### src/rtl/cart_map_pkg.sv
package cart_map_pkg;
    localparam int CPU_AW   = 15;
    localparam int WIN_W    = 14;
    localparam int PAGE_W   = 7;
    localparam int FLASH_AW = WIN_W + PAGE_W;

    typedef logic [PAGE_W-1:0] page_t;

    typedef struct packed {
        page_t             page;
        logic [WIN_W-1:0]  offset;
    } flash_addr_t;

    typedef enum logic {
        WIN_SWITCHED = 1'b0,
        WIN_FIXED    = 1'b1
    } win_sel_e;

    function automatic win_sel_e decode_window(input logic [CPU_AW-1:0] a);
        return a[CPU_AW-1] ? WIN_FIXED : WIN_SWITCHED;
    endfunction
endpackage

### src/rtl/cart_bank_shifter.sv
module cart_bank_shifter
    import cart_map_pkg::*;
#(
    parameter int PW = PAGE_W
) (
    input  logic          clk,
    input  logic          rst,
    input  logic          ser_clk,
    input  logic          ser_dat,
    input  logic          ser_lat,
    output logic [PW-1:0] bank
);
    logic          sclk_q, lat_q;
    logic          sclk_rise, lat_rise;
    logic [PW-1:0] stage_q, bank_q;

    assign sclk_rise = ser_clk & ~sclk_q;
    assign lat_rise  = ser_lat & ~lat_q;

    always_ff @(posedge clk) begin
        if (rst) begin
            sclk_q  <= 1'b0;
            lat_q   <= 1'b0;
            stage_q <= '0;
            bank_q  <= '0;
        end else begin
            sclk_q <= ser_clk;
            lat_q  <= ser_lat;
            if (sclk_rise) stage_q <= {stage_q[PW-2:0], ser_dat};
            if (lat_rise)  bank_q  <= stage_q;
        end
    end

    assign bank = bank_q;

    p_reset_clear_r4: assert property (@(posedge clk) rst |=> (bank_q == '0 && stage_q == '0));
    p_shift_in_r5: assert property (@(posedge clk) disable iff (rst)
        sclk_rise |=> stage_q[0] == $past(ser_dat));
    p_hold_no_edge_r10: assert property (@(posedge clk) disable iff (rst)
        !sclk_rise |=> $stable(stage_q));
    p_hold_no_latch_r6: assert property (@(posedge clk) disable iff (rst)
        !lat_rise |=> $stable(bank_q));
    p_load_on_latch_r7: assert property (@(posedge clk) disable iff (rst)
        lat_rise |=> bank_q == $past(stage_q));
endmodule

### src/rtl/cart_addr_compose.sv
module cart_addr_compose
    import cart_map_pkg::*;
#(
    parameter int AW = CPU_AW,
    parameter int WW = WIN_W,
    parameter int PW = PAGE_W
) (
    input  logic [AW-1:0]    cpu_addr,
    input  logic [PW-1:0]    bank,
    output logic [WW+PW-1:0] flash_addr
);
    win_sel_e        win;
    logic [PW-1:0]   page;
    flash_addr_t     fa;

    assign win = decode_window(cpu_addr);

    for (genvar i = 0; i < PW; i++) begin : g_page_bit
        assign page[i] = (win == WIN_FIXED) ? 1'b1 : bank[i];
    end

    assign fa.page   = page;
    assign fa.offset = cpu_addr[WW-1:0];
    assign flash_addr = fa;
endmodule

### src/rtl/cart_strobe_gen.sv
module cart_strobe_gen (
    input  logic cart_sel,
    input  logic cpu_rd,
    output logic ce_n,
    output logic oe_n
);
    assign ce_n = ~cart_sel;
    assign oe_n = ~(cart_sel & cpu_rd);
endmodule

### src/rtl/cart_bank_mapper.sv
module cart_bank_mapper
    import cart_map_pkg::*;
(
    input  logic                clk,
    input  logic                rst,
    input  logic                ser_clk,
    input  logic                ser_dat,
    input  logic                ser_lat,
    input  logic [CPU_AW-1:0]   cpu_addr,
    input  logic                cart_sel,
    input  logic                cpu_rd,
    output logic [FLASH_AW-1:0] flash_addr,
    output logic                flash_ce_n,
    output logic                flash_oe_n
);
    page_t bank;

    cart_bank_shifter #(.PW(PAGE_W)) u_shift (
        .clk(clk), .rst(rst), .ser_clk(ser_clk), .ser_dat(ser_dat),
        .ser_lat(ser_lat), .bank(bank)
    );

    cart_addr_compose #(.AW(CPU_AW), .WW(WIN_W), .PW(PAGE_W)) u_comp (
        .cpu_addr(cpu_addr), .bank(bank), .flash_addr(flash_addr)
    );

    cart_strobe_gen u_strb (
        .cart_sel(cart_sel), .cpu_rd(cpu_rd),
        .ce_n(flash_ce_n), .oe_n(flash_oe_n)
    );

    p_offset_pass_r1: assert property (@(posedge clk) disable iff (rst)
        flash_addr[WIN_W-1:0] == cpu_addr[WIN_W-1:0]);
    p_switched_page_r2: assert property (@(posedge clk) disable iff (rst)
        !cpu_addr[CPU_AW-1] |-> flash_addr[FLASH_AW-1:WIN_W] == bank);
    p_fixed_top_r3: assert property (@(posedge clk) disable iff (rst)
        cpu_addr[CPU_AW-1] |-> &flash_addr[FLASH_AW-1:WIN_W]);
    p_chip_enable_r8: assert property (@(posedge clk) disable iff (rst)
        flash_ce_n == !cart_sel);
    p_out_enable_r9: assert property (@(posedge clk) disable iff (rst)
        flash_oe_n == !(cart_sel && cpu_rd));
endmodule

### config.mk
export PLATFORM = sky130hd
export DESIGN_NAME = cart_bank_mapper
export DESIGN_NICKNAME = d
export VERILOG_FILES = /design/src/rtl/cart_map_pkg.sv /design/src/rtl/cart_bank_shifter.sv /design/src/rtl/cart_addr_compose.sv /design/src/rtl/cart_strobe_gen.sv /design/src/rtl/cart_bank_mapper.sv
export SDC_FILE = /design/constraint.sdc
export NUM_CORES = 1
export LEC_CHECK = 0
export BUFFER_PORTS_ARGS = -buffer_cell sky130_fd_sc_hd__buf_2
export CAP_MARGIN = 20
export CORE_MARGIN = 3
export CORE_UTILIZATION = 46
export CTS_BUF_LIST = sky130_fd_sc_hd__clkbuf_16
export DETAILED_ROUTE_END_ITERATION = 8
export PLACE_DENSITY = 0.83
export SLEW_MARGIN = 30
export SYNTH_ARGS = -nofsm -noshare
export SYNTH_HDL_FRONTEND = slang
export SYNTH_SLANG_ARGS = --single-unit
### constraint.sdc
create_clock -name clk -period 1.1 [get_ports clk]
set_input_delay 0.11 -clock clk [delete_from_list [all_inputs] [get_ports clk]]
set_output_delay 0.11 -clock clk [all_outputs]
set_load 0.005 [all_outputs]
==> results of run 1 <==
worst max-delay path by stage:
stage / slack [ns] / endpoint / startpoint / cells after the start
floorplan: 0.33 / u_shift.stage_q[1] / u_shift.sclk_q / 3
global placement: 0.28 / u_shift.stage_q[2] / u_shift.sclk_q / 2
detailed placement: 0.23 / u_shift.stage_q[5] / u_shift.sclk_q / 2
CTS: 0.03 / flash_addr[17] / u_shift.bank[3] / 2
global route: 0.001 / flash_addr[17] / u_shift.bank[3] / 2
finish: 0.04 / flash_addr[17] / u_shift.bank[3] / 2
worst max-delay path, stage by stage (launching register included):
cell and delay (ns):
dfxtp_1 0.31, or2_2 0.28, buf_2 0.13
sequential cells by signal, indices dropped and copies added, names as in the netlist:
| signal | count |
|---|---|
| u_shift.bank | 7 |
| u_shift.lat_q | 1 |
| u_shift.stage_q | 7 |
| u_shift.sclk_q | 1 |
logic make-up (layout without fill, tap and decap cells):
family / count (synthesis) / after routing / synth area share, %
AND/OR/NAND/NOR: 27 / 27 / 25.4
buffers and inverters: 18 / 22 / 17.8
flip-flops: 16 / 16 / 39.9
multiplexers: 13 / 13 / 16.2
AO/OA/AOI/OAI: 1 / 1 / 0.623
layout make-up:
type | count | area, um2
clock buffers | 3 | 75.1
clock inverters | 1 | 3.75
fillers | 144 | 727
inverters | 1 | 3.75
multi-input cells | 41 | 339
flip-flops and latches | 16 | 320
well taps | 16 | 20.0
repair buffers | 17 | 87.6
through the flow:
step | total power, mW | cell area, um2
6_report | 1.40 | 850
5_1_grt | 1.44 | 850
4_1_cts | 1.41 | 850
3_5_place_dp | 0.718 | 771
3_3_place_gp | 0.715 | 771
2_1_floorplan | 0.727 | 802
layer usage:
layer  vias to the layer above  part of all wire (%)
met2                        15                    47
met1                       216                    41
li1                        236                     -
met4                         0                   3.4
met3                        11                   9.0
met5                         -                     0
cell usage in the layout, fill, tap and decap left out, drive strengths merged:
cell type and count:
mux2i 13, nand2 1, nand2b 14, dfxtp 16
o21ai 1, or2 7, and2b 2, clkbuf 3
nor2b 2, nand4bb 1, clkinv 1, buf 17
inv 1
power by group through the flow:
stage	clock network [mW]	logic (mW)	registers [mW]
2_1_floorplan	0	0.121	0.606
4_1_cts	0.701	0.111	0.596
5_1_grt	0.725	0.121	0.595
6_report	0.692	0.109	0.596
3_5_place_dp	0	0.111	0.607
3_3_place_gp	0	0.109	0.606
==> flow_metrics.env, run 1 <==
export IMPL_setup_violations_final=0
export IMPL_cts_made_buffers=3
export IMPL_ant_nets=0
export IMPL_post_route_period_util_pct=96.7
export IMPL_htree_levels=1
export IMPL_area_growth_synth_to_final_pct=5.93
export IMPL_finalHoldViolations=0
export IMPL_netlist_area_um2=802
export IMPL_numPortBuffers=16
export IMPL_global_route_usage_met3_pct=4.14
export IMPL_detail_route_drc_violations=0
export IMPL_proportion_of_synthesized_chip_area_in_sequential_cells_pct=39.9
export IMPL_dpl_worst_slack_ns=0.232
export IMPL_worst_pin_slew_ns=0.251
export IMPL_critical_path_peak_fanout=2
export IMPL_max_cap_viol_count=0
export IMPL_critical_path_reg2reg_startpoint="u_shift.sclk_q"
export IMPL_insertion_delay_ns=0.24
export IMPL_die_w_um=47.8
export IMPL_critPathRequiredTime_ns=0.99
export IMPL_power_switching_fraction_pct=18.7
export IMPL_grt_pass1_vias=436
export IMPL_grt_usage_pct=12.6
export IMPL_post_synth_cell_area_avg_um2=10.7
export IMPL_yosys_cell_count_top_type="dfxtp_1"
export IMPL_clkSlewWorstSetupHoldPaths_ns=0.05
export IMPL_internal_power_mw=1.14
export IMPL_cts_resized=0
export IMPL_clockPowerShare_pct=49.6
export IMPL_combPwrFrac_pct=7.8
export IMPL_post_drt_wl_per_cell_um=12.8
export IMPL_cts_hold_fix_buffers=0
export IMPL_outcome="finished, final reports clean"
export IMPL_wire_length_of_the_first_global_routing_pass_um=1920
export IMPL_cts_sink_count=16
export IMPL_finish_net_count=102
export IMPL_period_needed_ns=1.06
export IMPL_post_route_util_pct=53.9
export IMPL_hold_crit_endpoint="u_shift.lat_q"
export IMPL_hold_depth=2
export IMPL_power_ir_vdd_worst_v=0.000944
export IMPL_grt_overflow_total=0
export IMPL_global_route_peak_usage_layer="met2"
export IMPL_setup_tns_final_ns=0
export IMPL_final_critical_path_setup_slack_ns=0.0359
export IMPL_worst_hold_startpoint="ser_lat"
export IMPL_floorplan_initialDensity_pct=50.9
export IMPL_post_synthesis_instance_total=75
export IMPL_ys_dominant_reg_cell="dfxtp_1"
export IMPL_cellPowerDensity_nw_per_um2=1640
export IMPL_vias_per_std_cell=5.03
export IMPL_p_switching_mw=0.261
export IMPL_clockBufferDepth=2
export IMPL_ys_warnings_count=0
export IMPL_rows=14
export IMPL_worst_hold_slack_ns=0.0970
export IMPL_route_final_wire_length_um=1220
export IMPL_synth_enable_flop_cells=0
export IMPL_ys_async_sr_fraction_pct=0
export IMPL_r2r_end="u_shift.stage_q[5]"
export IMPL_core_area_um2=1580
export IMPL_cp_arrival_ns=0.95
export IMPL_post_cts_repair_setup_buffers=0
export IMPL_holdCritPathClass="primary input to register"
export IMPL_layoutNonFillerInstCount=95
export IMPL_globalRouteMet2Util_pct=17.7
export IMPL_reg2reg_slack_ns=0.19
export IMPL_die_area_um2=2280
export IMPL_synth_ff_latch_count=16
export IMPL_die_h_um=47.8
export IMPL_start_to_end_type_of_the_worst_setup_path="register to output pin"
export IMPL_slew_violations=0
export IMPL_netlist_cell_type_count=15
export IMPL_first_pass_iters=3
export IMPL_floorplan_io_pins=45
export IMPL_vias=478
export IMPL_cts_tree="built"
export IMPL_grt_setup_unrepaired="false"
export IMPL_grt_util_met1_pct=15.1
export IMPL_seq_power_share_pct=42.6
export IMPL_cts_root_buffer_cell="clkbuf_16"
export IMPL_synth_largest_area_cell="dfxtp_1"
export IMPL_antenna_cells=0
export IMPL_crit_path_end_kind="output pin"
export IMPL_netlist_top_cells_area="dfxtp_1 40%, mux2i_1 16%, buf_4 13%"
export IMPL_gp_congestion=0.665
export IMPL_layout_drive_gt1_share_pct=45.6
export IMPL_crit_path_start_kind="register"
export IMPL_clock_fmax_ghz=0.940
export IMPL_netlist_top_cells_count="16 x dfxtp_1, 14 x buf_4, 13 x mux2i_1"
export IMPL_slew_headroom_pct=83.3
export IMPL_mappedNetlistNets=97
export IMPL_leakagePower_nw=0.384
export IMPL_synth_top_cell_area_share_pct=39.9
export IMPL_antenna_found_initial=0
export IMPL_dpl_cell_count=91
export IMPL_timing_clock_skew_ns=0.00162
export IMPL_maximum_number_of_pins_on_one_net_before_global_route_repair=18
export IMPL_detailedPlacementHpwl_um=835
export IMPL_reg2reg_depth=2
export IMPL_drtIter0Drc=3
Power figures use the tool's default switching activity.
==> run 2, diff against run 1 <==
--- a/config.mk
+++ b/config.mk
@@ -8,10 +8,10 @@
 export BUFFER_PORTS_ARGS = -buffer_cell sky130_fd_sc_hd__buf_2
 export CAP_MARGIN = 20
 export CORE_MARGIN = 3
-export CORE_UTILIZATION = 46
+export CORE_UTILIZATION = 38
 export CTS_BUF_LIST = sky130_fd_sc_hd__clkbuf_16
 export DETAILED_ROUTE_END_ITERATION = 8
-export PLACE_DENSITY = 0.83
+export PLACE_DENSITY = 0.73
 export SLEW_MARGIN = 30
 export SYNTH_ARGS = -nofsm -noshare
 export SYNTH_HDL_FRONTEND = slang
==> constraint.sdc (replaced) <==
create_clock -name clk -period 0.9 [get_ports clk]
set_input_delay 0.09 -clock clk [delete_from_list [all_inputs] [get_ports clk]]
set_output_delay 0.09 -clock clk [all_outputs]
set_load 0.005 [all_outputs]
==> flow_metrics.env, run 2 (synthesis gave the netlist of run 1 again) <==
export IMPL_vias=479
export IMPL_cellPowerDensity_nw_per_um2=1790
export IMPL_most_common_cell_after_layout_fill_and_taps_aside="mux2i_1"
export IMPL_path_cells="or2_4 > buf_6"
export IMPL_leakagePower_nw=0.426
export IMPL_insertion_delay_ns=0.24
export IMPL_post_drt_wl_per_cell_um=12.5
export IMPL_gp_congestion=0.674
export IMPL_clock_fmax_ghz=1.01
export IMPL_cpMaxStageDelayCell="dfxtp_2"
export IMPL_detail_route_drc_violations=0
export IMPL_cts_sink_count=16
export IMPL_htree_levels=1
export IMPL_failing_checks="setup timing"
export IMPL_grt_usage_pct=10.9
export IMPL_die_h_um=51.9
export IMPL_timing_clock_skew_ns=0.000944
export IMPL_layout_drive_gt1_share_pct=61.0
export IMPL_critical_path_top_delay_family="flip-flops"
export IMPL_period_needed_ns=0.995
export IMPL_core_area_um2=1860
export IMPL_clockBufferDepth=2
export IMPL_area_growth_synth_to_final_pct=21.2
export IMPL_final_critical_path_setup_slack_ns=-0.0947
export IMPL_drtIter0Drc=1
export IMPL_totalPowerFinal_mw=1.74
export IMPL_slew_headroom_pct=82.0
export IMPL_cp_arrival_ns=0.90
export IMPL_floorplan_io_pins=45
export IMPL_start_to_end_type_of_the_worst_setup_path="register to output pin"
export IMPL_dpl_cell_count=101
export IMPL_crit_path_start_kind="register"
export IMPL_finish_net_count=106
export IMPL_ant_nets=0
export IMPL_cts_root_buffer_cell="clkbuf_16"
export IMPL_rows=15
export IMPL_floorplan_initialDensity_pct=43.2
export IMPL_timing_critical_path_slowest_cell_delay_ns=0.32
export IMPL_vias_per_std_cell=4.48
export IMPL_worst_pin_slew_ns=0.269
export IMPL_timing_critical_path_buf_inv=1
export IMPL_critPathRequiredTime_ns=0.81
export IMPL_layoutNonFillerInstCount=107
export IMPL_outcome="finished with violations"
export IMPL_maximum_number_of_pins_on_one_net_before_global_route_repair=18
export IMPL_grt_setup_unrepaired="true"
export IMPL_die_w_um=51.9
export IMPL_finalHoldViolations=0
export IMPL_setup_violations_final=7
export IMPL_grt_pass1_vias=508
export IMPL_wire_length_of_the_first_global_routing_pass_um=2100
export IMPL_antenna_found_initial=0
export IMPL_die_area_um2=2700
export IMPL_detailedPlacementHpwl_um=867
export IMPL_post_route_util_pct=52.3
export IMPL_antenna_cells=0
export IMPL_layout_common_cells="12 x mux2i_1, 9 x nand2b_1, 9 x buf_2, 9 x dfxtp_2, 8 x buf_6"
export IMPL_cts_tree="built"
export IMPL_post_route_period_util_pct=111
export IMPL_holdCritPathClass="primary input to register"
export IMPL_power_ir_vdd_worst_v=0.000988
export IMPL_route_final_wire_length_um=1340
export IMPL_max_cap_viol_count=0
export IMPL_grt_overflow_total=0
export IMPL_numPortBuffers=16
export IMPL_first_pass_iters=3
export IMPL_critical_path_peak_fanout=2
export IMPL_crit_path_end_kind="output pin"
export IMPL_clkSlewWorstSetupHoldPaths_ns=0.05
export IMPL_cts_made_buffers=3
export IMPL_cts_hold_fix_buffers=0
export IMPL_slew_violations=0
## run 2: changes by cell type in the layout (fill, tap and decap cells not counted), moves of 3 or more
cell and change:
buf_4 +3, or2_4 +7, buf_6 +8, dfxtp_2 +9, or2_2 -7, buf_2 -7
dfxtp_1 -9
## run 2: final cells by class
| type | count | area (um2) |
|---|---|---|
| clock buffer | 3 | 75.1 |
| timing repair buffer | 21 | 165 |
| multi-input combinational | 41 | 365 |
| tap | 25 | 31.3 |
| fill | 174 | 886 |
| sequential | 16 | 332 |
| inverter | 1 | 3.75 |
## run 2: what timing repair did
item / 4_1_cts / 5_1_grt
endpoints found under the setup margin: 8 / 15
buffers inserted: 3 / 0
endpoints found under the hold margin: 0 / 0
pin swaps: 7 / 0
gates resized for setup: 22 / 4
## run 2: layer usage
layer | vias to the layer above | GRT usage [%] | share of wire (%)
li1 | 243 | - | -
met1 | 213 | 10.4 | 39
met2 | 13 | 19.2 | 52
met5 | - | 0 | 0
met4 | 0 | 9.17 | 2.4
met3 | 10 | 2.87 | 6.7
## run 2: worst paths after layout
path / end / slack (ns) / cells past startpoint / start
worst max-delay path: flash_addr[16] / -0.09 / 2 / u_shift.bank[2]
worst min-delay path: u_shift.lat_q / 0.08 / 2 / ser_lat
worst max register to register: u_shift.stage_q[6] / 0.02 / 2 / u_shift.sclk_q
worst min register to register: u_shift.bank[5] / 0.46 / 2 / u_shift.bank[5]
## run 2: metrics by stage
step                TNS [ns]  setup slack (ns)  hold WS (ns)  cell area, um2
floorplan                  0             0.134         0.207             802
global placement           0            0.0842         0.180             790
detailed placement         0            0.0314         0.180             790
CTS                   -0.570           -0.0935        0.0798             961
global route          -0.748            -0.110        0.0933             972
finish                -0.542           -0.0947        0.0850             972
## run 2: where the power goes
part	switching (mW)	total [mW]	leakage, nW	internal (mW)
sequential	0.00634	0.730	0.134	0.723
combinational	0.0645	0.182	0.256	0.117
clock	0.251	0.832	0.0370	0.581
total	0.322	1.74	0.426	1.42
